==> src/rtl/sil_pkg.sv <==
package sil_pkg;

    localparam int REG_W      = 32;
    localparam int LVL_N      = 16;
    localparam int LVL_W      = $clog2(LVL_N);
    localparam int TRAP_W     = 8;
    localparam int ADDR_W     = 5;
    localparam int TIMER_BIT  = 0;
    localparam int TIMER_LVL  = 14;

    localparam logic [TRAP_W-1:0] EXT_BASE = 8'h40;
    localparam logic [ADDR_W-1:0] ADDR_SET = 5'h14;
    localparam logic [ADDR_W-1:0] ADDR_CLR = 5'h15;
    localparam logic [ADDR_W-1:0] ADDR_WR  = 5'h16;

    typedef enum logic [1:0] {
        OP_NONE,
        OP_SET,
        OP_CLR,
        OP_WR
    } sw_op_e;

    typedef struct packed {
        logic             valid;
        logic [LVL_W-1:0] level;
    } lvl_pick_t;

    function automatic sw_op_e decode_op(input logic en, input logic [ADDR_W-1:0] addr);
        sw_op_e op;
        op = OP_NONE;
        if (en) begin
            case (addr)
                ADDR_SET: op = OP_SET;
                ADDR_CLR: op = OP_CLR;
                ADDR_WR:  op = OP_WR;
                default:  op = OP_NONE;
            endcase
        end
        return op;
    endfunction

    function automatic logic is_ext(input logic [TRAP_W-1:0] code);
        return code[TRAP_W-1:LVL_W] == EXT_BASE[TRAP_W-1:LVL_W];
    endfunction

    function automatic logic [LVL_N-1:0] merge_pending(
        input logic [LVL_N-1:0] ext,
        input logic [LVL_N-1:0] sw_lo
    );
        logic [LVL_N-1:0] m;
        m = ext | (sw_lo & ~(LVL_N'(1) << TIMER_BIT));
        m[TIMER_LVL] = m[TIMER_LVL] | sw_lo[TIMER_BIT];
        return m;
    endfunction

endpackage

==> src/rtl/sil_softreg.sv <==
module sil_softreg
    import sil_pkg::*;
#(
    parameter int SRC_W = 64
) (
    input  logic              clk,
    input  logic              rst,
    input  logic              wr_en,
    input  logic [ADDR_W-1:0] wr_addr,
    input  logic [SRC_W-1:0]  src_a,
    input  logic [SRC_W-1:0]  src_b,
    input  logic              priv,
    input  logic              timer_hit,
    input  logic [ADDR_W-1:0] rd_addr,
    output logic [REG_W-1:0]  sw_q,
    output logic [REG_W-1:0]  rd_data,
    output logic              illegal
);

    sw_op_e           op;
    logic [REG_W-1:0] operand;
    logic [REG_W-1:0] sw_nxt;

    always_comb begin
        op      = decode_op(wr_en, wr_addr);
        operand = REG_W'(src_a ^ src_b);
        sw_nxt  = sw_q;
        if (priv) begin
            case (op)
                OP_SET:  sw_nxt = sw_q | operand;
                OP_CLR:  sw_nxt = sw_q & ~operand;
                OP_WR:   sw_nxt = operand;
                default: sw_nxt = sw_q;
            endcase
        end
        if (timer_hit) begin
            sw_nxt[TIMER_BIT] = 1'b1;
        end
    end

    always_ff @(posedge clk) begin
        if (rst) begin
            sw_q    <= '0;
            illegal <= 1'b0;
        end else begin
            sw_q    <= sw_nxt;
            illegal <= (op != OP_NONE) && !priv;
        end
    end

    assign rd_data = (rd_addr == ADDR_WR) ? sw_q : '0;

endmodule

==> src/rtl/sil_prio_enc.sv <==
module sil_prio_enc
    import sil_pkg::*;
(
    input  logic [LVL_N-1:0] pend,
    output lvl_pick_t        pick
);

    always_comb begin
        pick = '0;
        for (int i = 1; i < LVL_N; i++) begin
            if (pend[i]) begin
                pick.valid = 1'b1;
                pick.level = LVL_W'(i);
            end
        end
    end

endmodule

==> src/rtl/sil_trap_slot.sv <==
module sil_trap_slot
    import sil_pkg::*;
(
    input  logic              clk,
    input  logic              rst,
    input  lvl_pick_t         pick,
    input  logic              pend_zero,
    input  logic              post_valid,
    input  logic [TRAP_W-1:0] post_code,
    input  logic              take_ack,
    output logic [TRAP_W-1:0] trap_code,
    output logic              irq_req
);

    logic [TRAP_W-1:0] code_nxt;

    always_comb begin
        code_nxt = trap_code;
        if (post_valid) begin
            code_nxt = post_code;
        end else if (take_ack) begin
            code_nxt = '0;
        end else if (pick.valid && (trap_code == '0 || is_ext(trap_code))) begin
            code_nxt = EXT_BASE | TRAP_W'(pick.level);
        end else if (pend_zero && is_ext(trap_code)) begin
            code_nxt = '0;
        end
    end

    always_ff @(posedge clk) begin
        if (rst) begin
            trap_code <= '0;
            irq_req   <= 1'b0;
        end else begin
            trap_code <= code_nxt;
            irq_req   <= (code_nxt != '0);
        end
    end

endmodule

==> src/rtl/sil_wake.sv <==
module sil_wake
    import sil_pkg::*;
(
    input  logic             clk,
    input  logic             rst,
    input  logic [LVL_N-1:0] ext_level,
    output logic [LVL_N-1:0] prev_q,
    output logic             wake
);

    always_ff @(posedge clk) begin
        if (rst) begin
            prev_q <= '0;
            wake   <= 1'b0;
        end else begin
            prev_q <= ext_level;
            wake   <= |(ext_level & ~prev_q);
        end
    end

endmodule

==> src/rtl/softint_level_arb.sv <==
module softint_level_arb
    import sil_pkg::*;
#(
    parameter int SRC_W = 64
) (
    input  logic              clk,
    input  logic              rst,
    input  logic              wr_en,
    input  logic [ADDR_W-1:0] wr_addr,
    input  logic [SRC_W-1:0]  src_a,
    input  logic [SRC_W-1:0]  src_b,
    input  logic              priv,
    input  logic [ADDR_W-1:0] rd_addr,
    output logic [REG_W-1:0]  rd_data,
    input  logic              timer_hit,
    input  logic [LVL_N-1:0]  ext_level,
    input  logic              post_valid,
    input  logic [TRAP_W-1:0] post_code,
    input  logic              take_ack,
    output logic [TRAP_W-1:0] trap_code,
    output logic              irq_req,
    output logic              illegal,
    output logic              wake
);

    logic [REG_W-1:0] sw_q;
    logic [LVL_N-1:0] pend;
    logic [LVL_N-1:0] ext_prev;
    lvl_pick_t        pick;

    sil_softreg #(.SRC_W(SRC_W)) u_reg (
        .clk       (clk),
        .rst       (rst),
        .wr_en     (wr_en),
        .wr_addr   (wr_addr),
        .src_a     (src_a),
        .src_b     (src_b),
        .priv      (priv),
        .timer_hit (timer_hit),
        .rd_addr   (rd_addr),
        .sw_q      (sw_q),
        .rd_data   (rd_data),
        .illegal   (illegal)
    );

    assign pend = merge_pending(ext_level, sw_q[LVL_N-1:0]);

    sil_prio_enc u_enc (
        .pend (pend),
        .pick (pick)
    );

    sil_trap_slot u_slot (
        .clk        (clk),
        .rst        (rst),
        .pick       (pick),
        .pend_zero  (pend == '0),
        .post_valid (post_valid),
        .post_code  (post_code),
        .take_ack   (take_ack),
        .trap_code  (trap_code),
        .irq_req    (irq_req)
    );

    sil_wake u_wake (
        .clk       (clk),
        .rst       (rst),
        .ext_level (ext_level),
        .prev_q    (ext_prev),
        .wake      (wake)
    );

endmodule

==> config.mk <==
export PLATFORM = sky130hd
export DESIGN_NAME = softint_level_arb
export DESIGN_NICKNAME = d
export VERILOG_FILES = /design/src/rtl/sil_pkg.sv /design/src/rtl/sil_softreg.sv /design/src/rtl/sil_prio_enc.sv /design/src/rtl/sil_trap_slot.sv /design/src/rtl/sil_wake.sv /design/src/rtl/softint_level_arb.sv
export SDC_FILE = /design/constraint.sdc
export NUM_CORES = 1
export LEC_CHECK = 0
export BUFFER_PORTS_ARGS = -buffer_cell sky130_fd_sc_hd__buf_2
export CORE_MARGIN = 2
export CORE_UTILIZATION = 43
export DETAILED_ROUTE_END_ITERATION = 7
export GPL_TIMING_DRIVEN = 0
export HOLD_SLACK_MARGIN = 0.02
export PLACE_DENSITY = 0.88
export SLEW_MARGIN = 10
export SYNTH_ARGS = -nofsm -noshare
export SYNTH_HDL_FRONTEND = slang
export SYNTH_SLANG_ARGS = --single-unit
export TNS_END_PERCENT = 30
==> constraint.sdc <==
create_clock -name clk -period 3 [get_ports clk]
set_clock_uncertainty 0.1 [all_clocks]
set_input_delay 0.75 -clock clk [delete_from_list [all_inputs] [get_ports clk]]
set_output_delay 0.75 -clock clk [all_outputs]
set_load 0.05 [all_outputs]
---- After elaboration in Yosys (flattened, before gate mapping) ----
Cells that the tools add are included.
word-level totals
  flip-flop bits (word level) ............. 59
  output and inout port bits .............. 43
  bits of input ports ..................... 169
  word-level logic and storage cells ...... 63
operators by class
  reductions and logical operators ........ 15
  equal/unequal tests ..................... 8
  mux-type cells .......................... 25
  bitwise gates (word level) .............. 8
operators with widths
  kind                                                              number
  32-bit one-hot mux with 3 select lines                            1
  5-bit 2-to-1 mux                                                  15
  32-bit bitwise AND                                                1
  32-bit 2-to-1 mux                                                 1
  8-bit 2-to-1 mux                                                  4
  32-bit inverter                                                   1
  32-bit bitwise OR                                                 1
  32-bit XOR                                                        1
  5-bit == test (second input constant)                             4
  16-bit bitwise AND                                                1
  16-bit zero test                                                  1
  16-bit inverter                                                   1
  16-bit bitwise OR                                                 1
  16-bit OR reduction                                               1
  8-bit zero test                                                   1
  8-bit nonzero test                                                1
  2-bit one-hot mux with 3 select lines                             1
  2-bit == test (second input constant)                             2
  4-bit by 3-bit == test with 1-bit output (second input constant)  1
  2-bit AND reduction                                               2
  2-bit nonzero test                                                2
  4-bit nonzero test                                                1
  1-bit logical AND                                                 3
  3-bit nonzero test                                                1
  6 further kinds                                                   7

---- Longest topological paths before layout ----
Gate-level depths: netlist of run 1.
  depth in word-level cells ............... 21
  depth in mapped cells ................... 10
  depth with buffers taken out ............ 10

---- Cells and area by module ----
From an unflattened synthesis of run 1, not the netlist that was laid out.
second synthesis, totals
  cells, all modules ...................... 429
  area, all modules ....................... 3622.2 um2
modules (own cells, without submodules)
  module             sequential area each (um2)  area an instance (um2)  instances  cells an instance
  sil_softreg        660.6                       2255.9                  1          265
  sil_wake           340.3                       569.3                   1          59
  sil_trap_slot      180.2                       476.7                   1          54
  softint_level_arb  0.0                         162.7                   1          24
  sil_prio_enc       0.0                         157.7                   1          27

---- Least setup slack after synthesis of run 1 ----
No wires, ideal clock.
  path kind ............................... input port to flip-flop
  start ................................... in ext_level[13]
  end ..................................... reg u_slot.irq_req
  path slack .............................. 185 ps
  cell stages on the path ................. 6
  data arrival time ....................... 2575 ps
  library setup time ...................... 139 ps
  data required time ...................... 2761 ps
  buffers on the path ..................... 0
  cell sequence ........................... or4_4 -> or4_4 -> o31a_1 -> or2_0 -> a32oi_1 -> a41oi_1
between the ends
  cells in the longest elaborated chain, start to end .. 9
  elaborated cells on any way between the ends .. 12
  classes of those cells .................. mux (7); bitwise (1); reduce/logical (4)
RTL lines
  what                            line                     source
  start: declaration              softint_level_arb.sv:16  input logic [LVL_N-1:0] ext_level,
  16-bit bitwise OR (*)           sil_pkg.sv:51            m = ext | (sw_lo & ~(LVL_N'(1) << TIMER_BIT));
  5-bit 2-to-1 mux (3 in series)  sil_prio_enc.sv:11       if (pend[i]) begin
  1-bit logical AND               sil_trap_slot.sv:23      end else if (pick.valid && (trap_code == '0 || is_ext(trap_code))) begin
  8-bit 2-to-1 mux (*)            sil_trap_slot.sv:23
  8-bit 2-to-1 mux (*)            sil_trap_slot.sv:21      end else if (take_ack) begin
  8-bit 2-to-1 mux (*)            sil_trap_slot.sv:19      if (post_valid) begin
  8-bit nonzero test (*)          sil_trap_slot.sv:36      irq_req <= (code_nxt != '0);
  end signal: assignment          sil_trap_slot.sv:36
  end: declaration                sil_trap_slot.sv:12      output logic irq_req
Every way passes the cells marked *; elsewhere a longest branch is shown, timed or not.
A chain may end at the register's enable or synchronous reset.

---- Final worst setup path of run 1 ----
  start ................................... in rd_addr[3]
  end ..................................... out rd_data[22]
between the ends
  cells in the longest elaborated chain, start to end .. 2
RTL lines
  what                line                     source
  start: declaration  softint_level_arb.sv:13  input logic [ADDR_W-1:0] rd_addr,
  5-bit == test       sil_softreg.sv:51        assign rd_data = (rd_addr == ADDR_WR) ? sw_q : '0;
  32-bit 2-to-1 mux   sil_softreg.sv:51
  end: declaration    softint_level_arb.sv:14  output logic [REG_W-1:0] rd_data,
No other way between the ends.

==> impl_results.md, run 1 <==
- Core ar.: ~7300 um2
- Final min period: 2.90 ns
- Actual slew at the worst max-slew pin: 0.688 ns
- Die span in x: around 92 um
- Crit end category: primary output
- Cell Area, Synth: 3300 um2
- Die Y: just over 90 um
- Slowest stage delay, CP: about 0.32 ns
- I/O pin total: roughly 210
- CP Buf/Inv Count: 3
- Slowest stage cell, crit path: clkbuf_1
- Avg Cell Area, Syn: roughly 8.5 um2
- PwrDens: 419 nW/um2
- Num rows: 31
- Clock network fraction of total power: a little over a third
- DRT Pass-1 Iters: 6
- Post-synth cell types: 44
- Power Internal: ~1300 uW
- Final Instance Count excl. Fillers: about 650
- Final Hold Fails: 0
- RSZ-0062 raised after global routing: false
- # port buffers: about 150
- Final setup violation count: 0
- Initial antenna violation count: 0
- Hold slack: slightly above 0.4 ns
- Final cycle utilization of the critical path: a little over nine tenths
- Initial Util: between 40% and 50%
- Async S/R FF share, synth: 0%
- Gate Count Post-Synth: between 300 and 400
- Crit path launch: rd_addr[3]
- WP data arrival: a little over 2 ns
- Number of global-route vias before repair: between 3k and 4k
- Post-CTS Setup Inserts: 0
- Peak supply drop: between 200 and 250 uV
- Top FF cell, synth: dfxtp_1
- CTS tree: built
- Critical Setup Path Class: primary input to primary output
- Wire length per cell: between 10 and 15 um
- Die area: ~8400 um2
- Via count: around 3.5k
- # hold bufs at CTS: 0
- Max cap viols: 0
- Crit path max-delay family: buffers and inverters
- Reg clk slew, reported paths: ~0.06 ns
- Worst-Skew Late Latency: 0.34 ns
- Clock Sink Count: between 50 and 60
- P_leak: 0.00203 uW
- Sw Share: approximately 28%
- Share of cells above drive strength 1: 30.1%
- Hold Path Class: register to register
- Post-synth EDFFs: 0
- Clk buf depth: 2
- Final-stage net count: slightly above 700
- Sequential power share: a little under half
- CP cell instances: buf_2 > nand4b_1 > nor2_2 > clkbuf_1 > and2_1 > buf_2
- Vias per cell: about 5.4
- Switching Power: 508 uW
- Post-Syn Nets: ~560
- H-Tree Depth: 3
- Comb pwr share: a little under a fifth
- Synth Register Bits: between 50 and 60
- 1st-iter DRT viols: 111
- Critical Path Fanout Max: 10
- CTS Buf Count: 9
- Run status: finished, final reports clean
- DRT Wirelength: between 9000 and 10000 um
- Max Freq: approximately 0.34 GHz
- Max-slew headroom: a little over half
- N_diodes: 0
- Register area share after synthesis: 35.8%
- Number of placed instances, taps included: roughly 630
- Min-delay src: u_reg.sw_q[0]
- GRT Total Usage: between 20 and 25%
- GPL Wtd Cong: between 0.9 and 1
- CP most frequent cell: buf_2
- Worst setup SP type: primary input
- Global-route wire length before repair: 15600 um
- DP HPWL: 7660 um
- Largest net degree at the start of global routing: 11
- Reg2reg start: u_reg.sw_q[12]
- Remaining Overflow, GRT: 0
- Max-slew violations: 0
- Post-detailed-route count of antenna-violating nets: 0
- Yosys Warn Count: 0
- Worst Path Required: ~2.2 ns
- Area Growth Syn to Fin: 31.5%
- DRC: 0
- CTS root buf: clkbuf_8
==> kinds of logic after synthesis <==
kind of cell	Yosys count	share of synthesized area, %
adders and majority gates	4	1.52
buffers and inverters	44	5.00
xor gates and xnor gates	33	8.75
AOI/OAI and AO/OA	106	20.9
and+or+nand+nor	111	18.6
muxes	31	9.39
DFF	59	35.8
==> per-layer routing <==
| metal | vias to the layer above | track usage (%) | part of all wire (%) |
|---|---|---|---|
| met3 | 23 | 3.70 | 6.1 |
| met2 | 140 | 40.8 | 50 |
| met1 | 1601 | 27.5 | 41 |
| met4 | 0 | 10.2 | 2.5 |
| met5 | - | 0 | 0 |
| li1 | 1703 | - | - |
==> cells in the final DEF (no fill, tap or decap), types with 2 or more instances in the layout <==
cell,synthesis,final
a211oi_1,31,31
a21oi_1,37,37
a221oi_1,3,3
a22oi_1,2,2
a31oi_1,5,5
and2_1,32,32
buf_2,0,146
clkbuf_1,24,25
clkbuf_8,0,12
clkinv_2,0,2
dfxtp_1,59,59
ha_1,4,4
inv_1,20,20
mux2i_1,31,31
nand2_1,9,9
nand2b_1,2,2
nand4b_1,2,2
nor2_1,28,27
nor2b_1,10,10
nor3_1,7,7
nor3b_1,3,3
nor4_1,9,9
o211ai_1,2,2
o21ai_0,6,6
o22ai_1,5,5
o2bb2ai_1,2,2
or4_1,2,2
or4_4,2,2
xor2_1,33,33
==> flip-flops by register name, summed over array words and instances (netlist names) <==
name / count
u_reg.sw_q: 32
u_wake.prev_q: 16
u_slot.trap_code: 8
u_reg.illegal: 1
u_slot.irq_req: 1
u_wake.wake: 1
==> stage by stage <==
| stage | utilization (%) | instance area, um2 | TNS [ns] | setup WS (ns) | total power, uW |
|---|---|---|---|---|---|
| after floorplan | - | 3300 | 0 | 0.185 | 1030 |
| after global placement | 56.7 | 4160 | -0.213 | -0.131 | 1160 |
| after detailed placement | 56.7 | 4160 | -0.171 | -0.153 | 1170 |
| after CTS | 59.2 | 4340 | 0 | 0.0713 | 1830 |
| after global routing | 59.3 | 4340 | 0 | 0.0141 | 1900 |
| final | 59.3 | 4340 | 0 | 0.0970 | 1820 |
==> path summary, 6_finish.rpt <==
check / end / slack, ns / cells after the start
min reg2reg: u_reg.sw_q[0] / 0.40 / 2
max reg2reg: u_slot.irq_req / 0.35 / 6
max: rd_data[22] / 0.1 / 6
min: u_reg.sw_q[0] / 0.40 / 2
==> repair_timing <==
item | 4_1_cts | 5_1_grt
setup endpoints to repair | 1 | 1
cloned | 0 | 0
gates resized for setup | 1 | 1
==> tightest hold or removal path: cells and delay by family (launching register included) <==
kind | cells | cell delay (ns)
compound gates | 1 | 0.05
simple gates | 1 | 0.07
flops | 1 | 0.34
==> Yosys cell counts (6+ instances only) <==
| cell | count | share of area (%) |
|---|---|---|
| a211oi_1 | 31 | 7.0 |
| dfxtp_1 | 59 | 36 |
| nor4_1 | 9 | 1.7 |
| nor2_1 | 28 | 3.2 |
| mux2i_1 | 31 | 9.4 |
| xor2_1 | 33 | 8.8 |
| o21ai_0 | 6 | 0.91 |
| a21oi_1 | 37 | 5.6 |
| inv_1 | 20 | 2.3 |
| nand2_1 | 9 | 1.0 |
| clkbuf_1 | 24 | 2.7 |
| and2_1 | 32 | 6.1 |
| nor2b_1 | 10 | 1.9 |
| nor3_1 | 7 | 1.1 |
==> power by group through the flow <==
stage,logic [uW],clock network (uW),registers [uW]
floorplan,164,0,870
global placement,315,0,844
detailed placement,327,0,844
CTS,328,673,827
global route,359,709,830
finish,329,662,828
==> area by class of cell <==
cell class	instances	area, um2
fill	666	2990
multi-input combinational	285	1960
sequential	59	1180
timing repair buffer	146	731
clock buffer	13	169
tap	99	124
buffer	24	90.1
inverter	20	75.1
clock inverter	2	10.0
Note: power is estimated with default switching activity, not from simulation.
==> inputs of run 2 (changes only) <==
- ABC_AREA: not set -> 1
- PLACE_DENSITY: 0.88 -> 0.87
==> run 2 against run 1 <==
Critical path depth unchanged. Sequential share of layout area fell by 1.1 points. Final cell count up 16%. Combinational power up 5%. Clock-buffer cell count is 2 lower.
==> impl_results.md, run 2 <==
- Worst Path Required: roughly 2.2 ns
- Yosys Warn Count: 0
- Yosys top cell area share: between 30% and 40%
- Final min period: 2.95 ns
- Reg2reg start: u_reg.sw_q[15]
- Synth Register Bits: between 50 and 60
- Hold Path Class: register to register
- Most common cell after layout, fill and taps aside: buf_2
- Num rows: 32
- # fillers: between 700 and 800
- Util after Layout: roughly three fifths
- Clk buf depth: 2
- Slowest stage delay, CP: around 0.29 ns
- CP cell instances: buf_2 > nor3b_2 > nand3_2 > buf_1 > nor2_1 > buf_2
- WP data arrival: 2.10 ns
- N_diodes: 0
- Vias per cell: 5.12
- Max-slew headroom: between 60% and 70%
- CTS Buf Count: 9
- GRT Total Usage: a little under a quarter
- Number of global-route vias before repair: approximately 3.8k
- Worst setup SP type: primary input
- Crit end category: primary output
- CTS tree: built
- Final Instance Count excl. Fillers: about 750
- Largest Register: u_reg.sw_q
- WHS Path Cells: 2
- Final-stage net count: between 800 and 900
- PwrDens: approximately 450 nW/um2
- Reg2reg end: u_slot.irq_req
- P_leak: ~0.002 uW
- Placed cell area: around 4300 um2
- CTS root buf: clkbuf_8
- Worst-Skew Late Latency: ~0.34 ns
- Gate Count Post-Synth: just under 500
- Post-synth top cells: nand2_1, nor2_1, dfxtp_1, inv_1, a21oi_1
- Global-route track usage on met2: a little over two fifths
- Run status: finished, final reports clean
- Post-Syn Nets: ~660
- Remaining Overflow, GRT: 0
- Actual slew at the worst max-slew pin: slightly below 0.6 ns
- Wire length per cell: roughly 13 um
- Core ar.: 7730 um2
- Post-detailed-route count of antenna-violating nets: 0
- Reg clk slew, reported paths: 0.07 ns
- GRT met1 Usage: between 20% and 30%
- Most frequent cells in the layout: buf_2, nand2_1, nor2_1
- I/O pin total: ~210
- Max cap viols: 0
- GPL Wtd Cong: 0.840
- DP HPWL: ~8000 um
- Number of placed instances, taps included: between 700 and 800
- DRC: 0
- R2r setup slk: 1.12 ns
- Final setup violation count: 0
- Share of cells above drive strength 1: 31.2%
- Die area: ~8700 um2
- DRT Pass-1 Iters: 5
- Area leader, netlist: dfxtp_1
- DRT Wirelength: slightly above 10000 um
- Area contributors post-synth: dfxtp_1, nand2_1, xnor2_1
- Number of flip-flops in the largest register: 32
- 1st-iter DRT viols: around 230
- Via count: 3832
- Max Freq: ~0.34 GHz
- Clock Sink Count: about 60
- R2R cell count: 14
- Avg Cell Area, Syn: just over 7 um2
- Crit path launch: rd_addr[0]
- Cell Area, Synth: 3420 um2
- Pwr Total: 2050 uW
- Initial Util: between 40% and 50%
- # port buffers: 145
- RSZ-0062 raised after global routing: true
- Async S/R FF share, synth: 0%
- Register area share after synthesis: 34.5%
- Most used routing layer: met2
- H-Tree Depth: 3
- Post-synth EDFFs: 0
- Final cycle utilization of the critical path: between 90% and 100%
- Critical Setup Path Class: primary input to primary output
- Die Y: just over 90 um
- # hold bufs at CTS: 0
- Peak supply drop: ~220 uV
- Slowest stage cell, crit path: nor3b_2
- Die span in x: 93.2 um
- Initial antenna violation count: 0
- Max-slew violations: 0
- Top-count cell post-synth: nand2_1
- Cell area after layout: approximately 4500 um2
- Post-synth cell types: 36
- Global-route wire length before repair: 16200 um
- Post-CTS Setup Inserts: 0
- Final Hold Fails: 0
- Crit path to: rd_data[13]
- Met3 Resource Use GR: roughly 6.4%
- Biggest registers after layout: u_reg.sw_q (32), u_wake.prev_q (16), u_slot.trap_code (8)
- CP most frequent cell: buf_2
- Critical Path Fanout Max: 10
- Top FF cell, synth: dfxtp_1
- Largest net degree at the start of global routing: 11
- Area Growth Syn to Fin: 32.3%
==> run 2: cell count changes in the layout (fill, tap and decap cells not counted), moves of 32 or more <==
cell     delta
nor2_1     +39
xor2_1     -32
inv_1      +39
nand2_1    +66
and2_1     -32
==> run 2: what timing repair did <==
action                                  4_1_cts  5_1_grt
cloned                                        0        0
endpoints found under the setup margin       30        6
resized for setup                             2        3
pin swaps                                     0        0
==> run 2: cell type report <==
class | instances | area, um2 | area share (%)
Tap cell | 102 | 128 | 2.82
Sequential cell | 59 | 1180 | 26.1
Clock buffer | 11 | 141 | 3.12
Multi-Input combinational cell | 333 | 1890 | 41.8
Timing Repair Buffer | 145 | 726 | 16.0
Clock inverter | 5 | 100 | 2.21
Inverter | 69 | 259 | 5.72
Buffer | 25 | 98.8 | 2.18
==> run 2: how the worst min path moves through the flow <==
stage,from,endpoint,slack (ns)
detailed placement,u_reg.sw_q[23],u_reg.sw_q[23],0.36
CTS,u_reg.sw_q[20],u_reg.sw_q[20],0.37
finish,u_reg.sw_q[28],u_reg.sw_q[28],0.37
global placement,u_reg.sw_q[23],u_reg.sw_q[23],0.35
floorplan,u_reg.sw_q[22],u_reg.sw_q[22],0.34
global route,u_reg.sw_q[25],u_reg.sw_q[25],0.39
==> run 2: layer usage <==
layer | vias up | part of all wire (%)
li1 | 1903 | -
met3 | 30 | 7.5
met4 | 0 | 2.6
met5 | - | 0
met1 | 1729 | 40
met2 | 170 | 50
==> run 2: where the power goes <==
| group | switching, uW | internal [uW] | leakage [uW] | total [uW] |
|---|---|---|---|---|
| clock network | 311 | 572 | 0.000123 | 883 |
| logic | 203 | 145 | 0.00139 | 347 |
| registers | 13.0 | 811 | 0.000483 | 824 |
| total | 527 | 1530 | 0.00199 | 2050 |
==> run 2: cell families after synthesis <==
logic type / Yosys count / share of synthesized area, %
compound gates: 121 / 22.4
xor+xnor: 32 / 8.19
fa+ha+maj: 4 / 1.46
buf+inv: 94 / 10.4
flops: 59 / 34.5
simple gates: 176 / 23.0
==> run 2: critical path: cells and delay by family <==
kind / cells / cell delay (ns)
and+or+nand+nor: 3 / 0.68
buffers and inverters: 3 / 0.67
==> run 2: stage by stage <==
| step | hold slack, ns | worst slack [ns] | setup TNS (ns) |
|---|---|---|---|
| 4_1_cts | 0.369 | 0.0712 | 0 |
| 2_1_floorplan | 0.344 | 0.197 | 0 |
| 5_1_grt | 0.388 | -0.0256 | -0.0597 |
| 6_report | 0.370 | 0.0463 | 0 |
| 3_5_place_dp | 0.359 | -0.128 | -2.36 |
| 3_3_place_gp | 0.352 | -0.193 | -4.23 |
==> inputs of run 3 (changes only) <==
- CORE_MARGIN: 2 -> not set
- RECOVER_POWER: not set -> 100
==> run 3 against run 2 <==
Combinational power decreased by 4%. Non-clock buffer count unchanged. Routed wire length decreased by 5.6%. Global-route usage decreased by 0.58 points. First-iteration DRC count increased by 5.3%. Via count decreased by 1.5%. Critical endpoint is now rd_data[21].
==> impl_results.md, run 3 (synthesized netlist as in run 2, its figures left out) <==
- Run status: finished, final reports clean
- Max-slew violations: 0
- Final Instance Count excl. Fillers: about 750
- Reg clk slew, reported paths: 0.07 ns
- R2r setup slk: about 0.56 ns
- Via count: between 3k and 4k
- Number of flip-flops in the largest register: 32
- 1st-iter DRT viols: 237
- Number of global-route vias before repair: between 3k and 4k
- Die span in x: about 91 um
- Final-stage net count: between 800 and 900
- Vias per cell: between 5 and 6
- Worst Path Required: about 2.2 ns
- Crit end category: primary output
- Clk buf depth: 2
- DRT Pass-1 Iters: 5
- CTS tree: built
- Max-slew headroom: 53.6%
- Actual slew at the worst max-slew pin: roughly 0.7 ns
- Number of placed instances, taps included: about 730
- Setup_tns: 0 ns
- Crit path launch: rd_addr[0]
- Worst-Skew Late Latency: around 0.34 ns
- Most common cell after layout, fill and taps aside: buf_2
- Area of the multi-input gates: 1860 um2
- PwrDens: about 430 nW/um2
- RSZ-0062 raised after global routing: false
- Final cycle utilization of the critical path: a little over nine tenths
- R2R cell count: 14
- Critical Setup Path Class: primary input to primary output
- Pwr Total: 1940 uW
- GRT Total Usage: 22.9%
- Most frequent cells in the layout: buf_2, nand2_1, nor2_1
- Area Growth Syn to Fin: 30.6%
- # hold bufs at CTS: 0
- GPL Wtd Cong: roughly 0.85
- Final setup violation count: 0
- Wire length per cell: between 10 and 15 um
- Initial Util: ~44%
- Largest Register: u_reg.sw_q
- I/O pin total: around 210
- Hold Path Class: register to register
- Largest net degree at the start of global routing: 11
- H-Tree Depth: 3
- Critical Path Fanout Max: 10
- Reg2reg end: u_slot.irq_req
- # fillers: a little over 700
- P_leak: approximately 0.0019 uW
- Die Y: 91.2 um
- DP HPWL: around 7500 um
- CTS root buf: clkbuf_8
- Biggest registers after layout: u_reg.sw_q (32), u_wake.prev_q (16), u_slot.trap_code (8)
- Util after Layout: a little under 60%
- Reg2reg start: u_reg.sw_q[15]
- CTS Buf Count: 9
- Core ar.: just under 8000 um2
- Remaining Overflow, GRT: 0
- Final min period: between 2 and 3 ns
- Initial antenna violation count: 0
- Final Hold Fails: 0
- N_diodes: 0
- Share of cells above drive strength 1: 28.7%
- Max cap viols: 0
- Num rows: 32
- Placed cell area: approximately 4300 um2
- Worst setup SP type: primary input
- DRT Wirelength: 9540 um
- DRC: 0
- Cell area after layout: 4470 um2
- Peak supply drop: 208 uV
- FF+latch area: 1180 um2
- Max Freq: 0.345 GHz
- Post-detailed-route count of antenna-violating nets: 0
- WP data arrival: a little over 2 ns
- Crit path to: rd_data[21]
- # port buffers: about 150
- Global-route wire length before repair: roughly 15000 um
- Die area: approximately 8300 um2
- Clock Sink Count: 59
[run 3: cell types whose count changed in the layout (fill, tap and decap cells not counted), moves of 2 or more]
cell       previous run  this run
buf_2               145       108
bufinv_16             3         1
clkbuf_1             23        35
clkbuf_2              1        23
clkbuf_4              0         4
clkbuf_8             10        13
o311ai_0             28        30
o311ai_1              2         0
[run 3: worst max-delay path, cell delays in order]
cell	delay (ns)
buf_2	0.10
nor3b_2	0.28
nand3_2	0.21
clkbuf_2	0.26
nor2_1	0.18
clkbuf_4	0.26
[run 3: metal layers]
layer  vias to the layer above  share of wire, %  global-route usage [%]
met3                        13               6.7                    6.70
met1                      1713                41                    25.6
li1                       1903                 -                       -
met4                         0               1.3                    6.75
met5                         -                 0                       0
met2                       147                51                    41.8
[run 3: what timing repair did]
item | in CTS | in global routing
gates resized for setup | 2 | 10
endpoints found under the setup margin | 30 | 22
buffers inserted | 0 | 0
pin swaps | 0 | 0
[run 3: how the worst min path moves through the flow]
| stage | startpoint | to | slack, ns | depth (start not counted) |
|---|---|---|---|---|
| detailed placement | u_reg.sw_q[20] | u_reg.sw_q[20] | 0.36 | 2 |
| floorplan | u_reg.sw_q[22] | u_reg.sw_q[22] | 0.34 | 2 |
| CTS | u_reg.sw_q[20] | u_reg.sw_q[20] | 0.37 | 2 |
| finish | u_reg.sw_q[16] | u_reg.sw_q[16] | 0.37 | 2 |
| global placement | u_reg.sw_q[30] | u_reg.sw_q[30] | 0.35 | 2 |
| global route | u_reg.sw_q[16] | u_reg.sw_q[16] | 0.38 | 2 |
[run 3: power by group]
group          internal, uW  switching, uW  leakage [uW]  total (uW)
Combinational           138            195       0.00130         334
Sequential              811           13.1      0.000483         824
Clock                   474            312      0.000116         786
Total                  1420            520       0.00190        1940
[run 3: area by class of cell]
class	count	share of cell area [%]
Multi-Input combinational cell	333	41.7
Inverter	69	5.80
Timing Repair Buffer	145	16.1
Clock inverter	3	0.980
Tap cell	102	2.86
Clock buffer	13	4.00
Sequential cell	59	26.4
Buffer	25	2.18
[run 3: metrics by stage]
stage,worst slack (ns),hold slack (ns)
floorplan,0.197,0.344
global placement,-0.145,0.352
detailed placement,-0.187,0.358
CTS,0.0392,0.368
global route,0.00721,0.379
finish,0.104,0.370
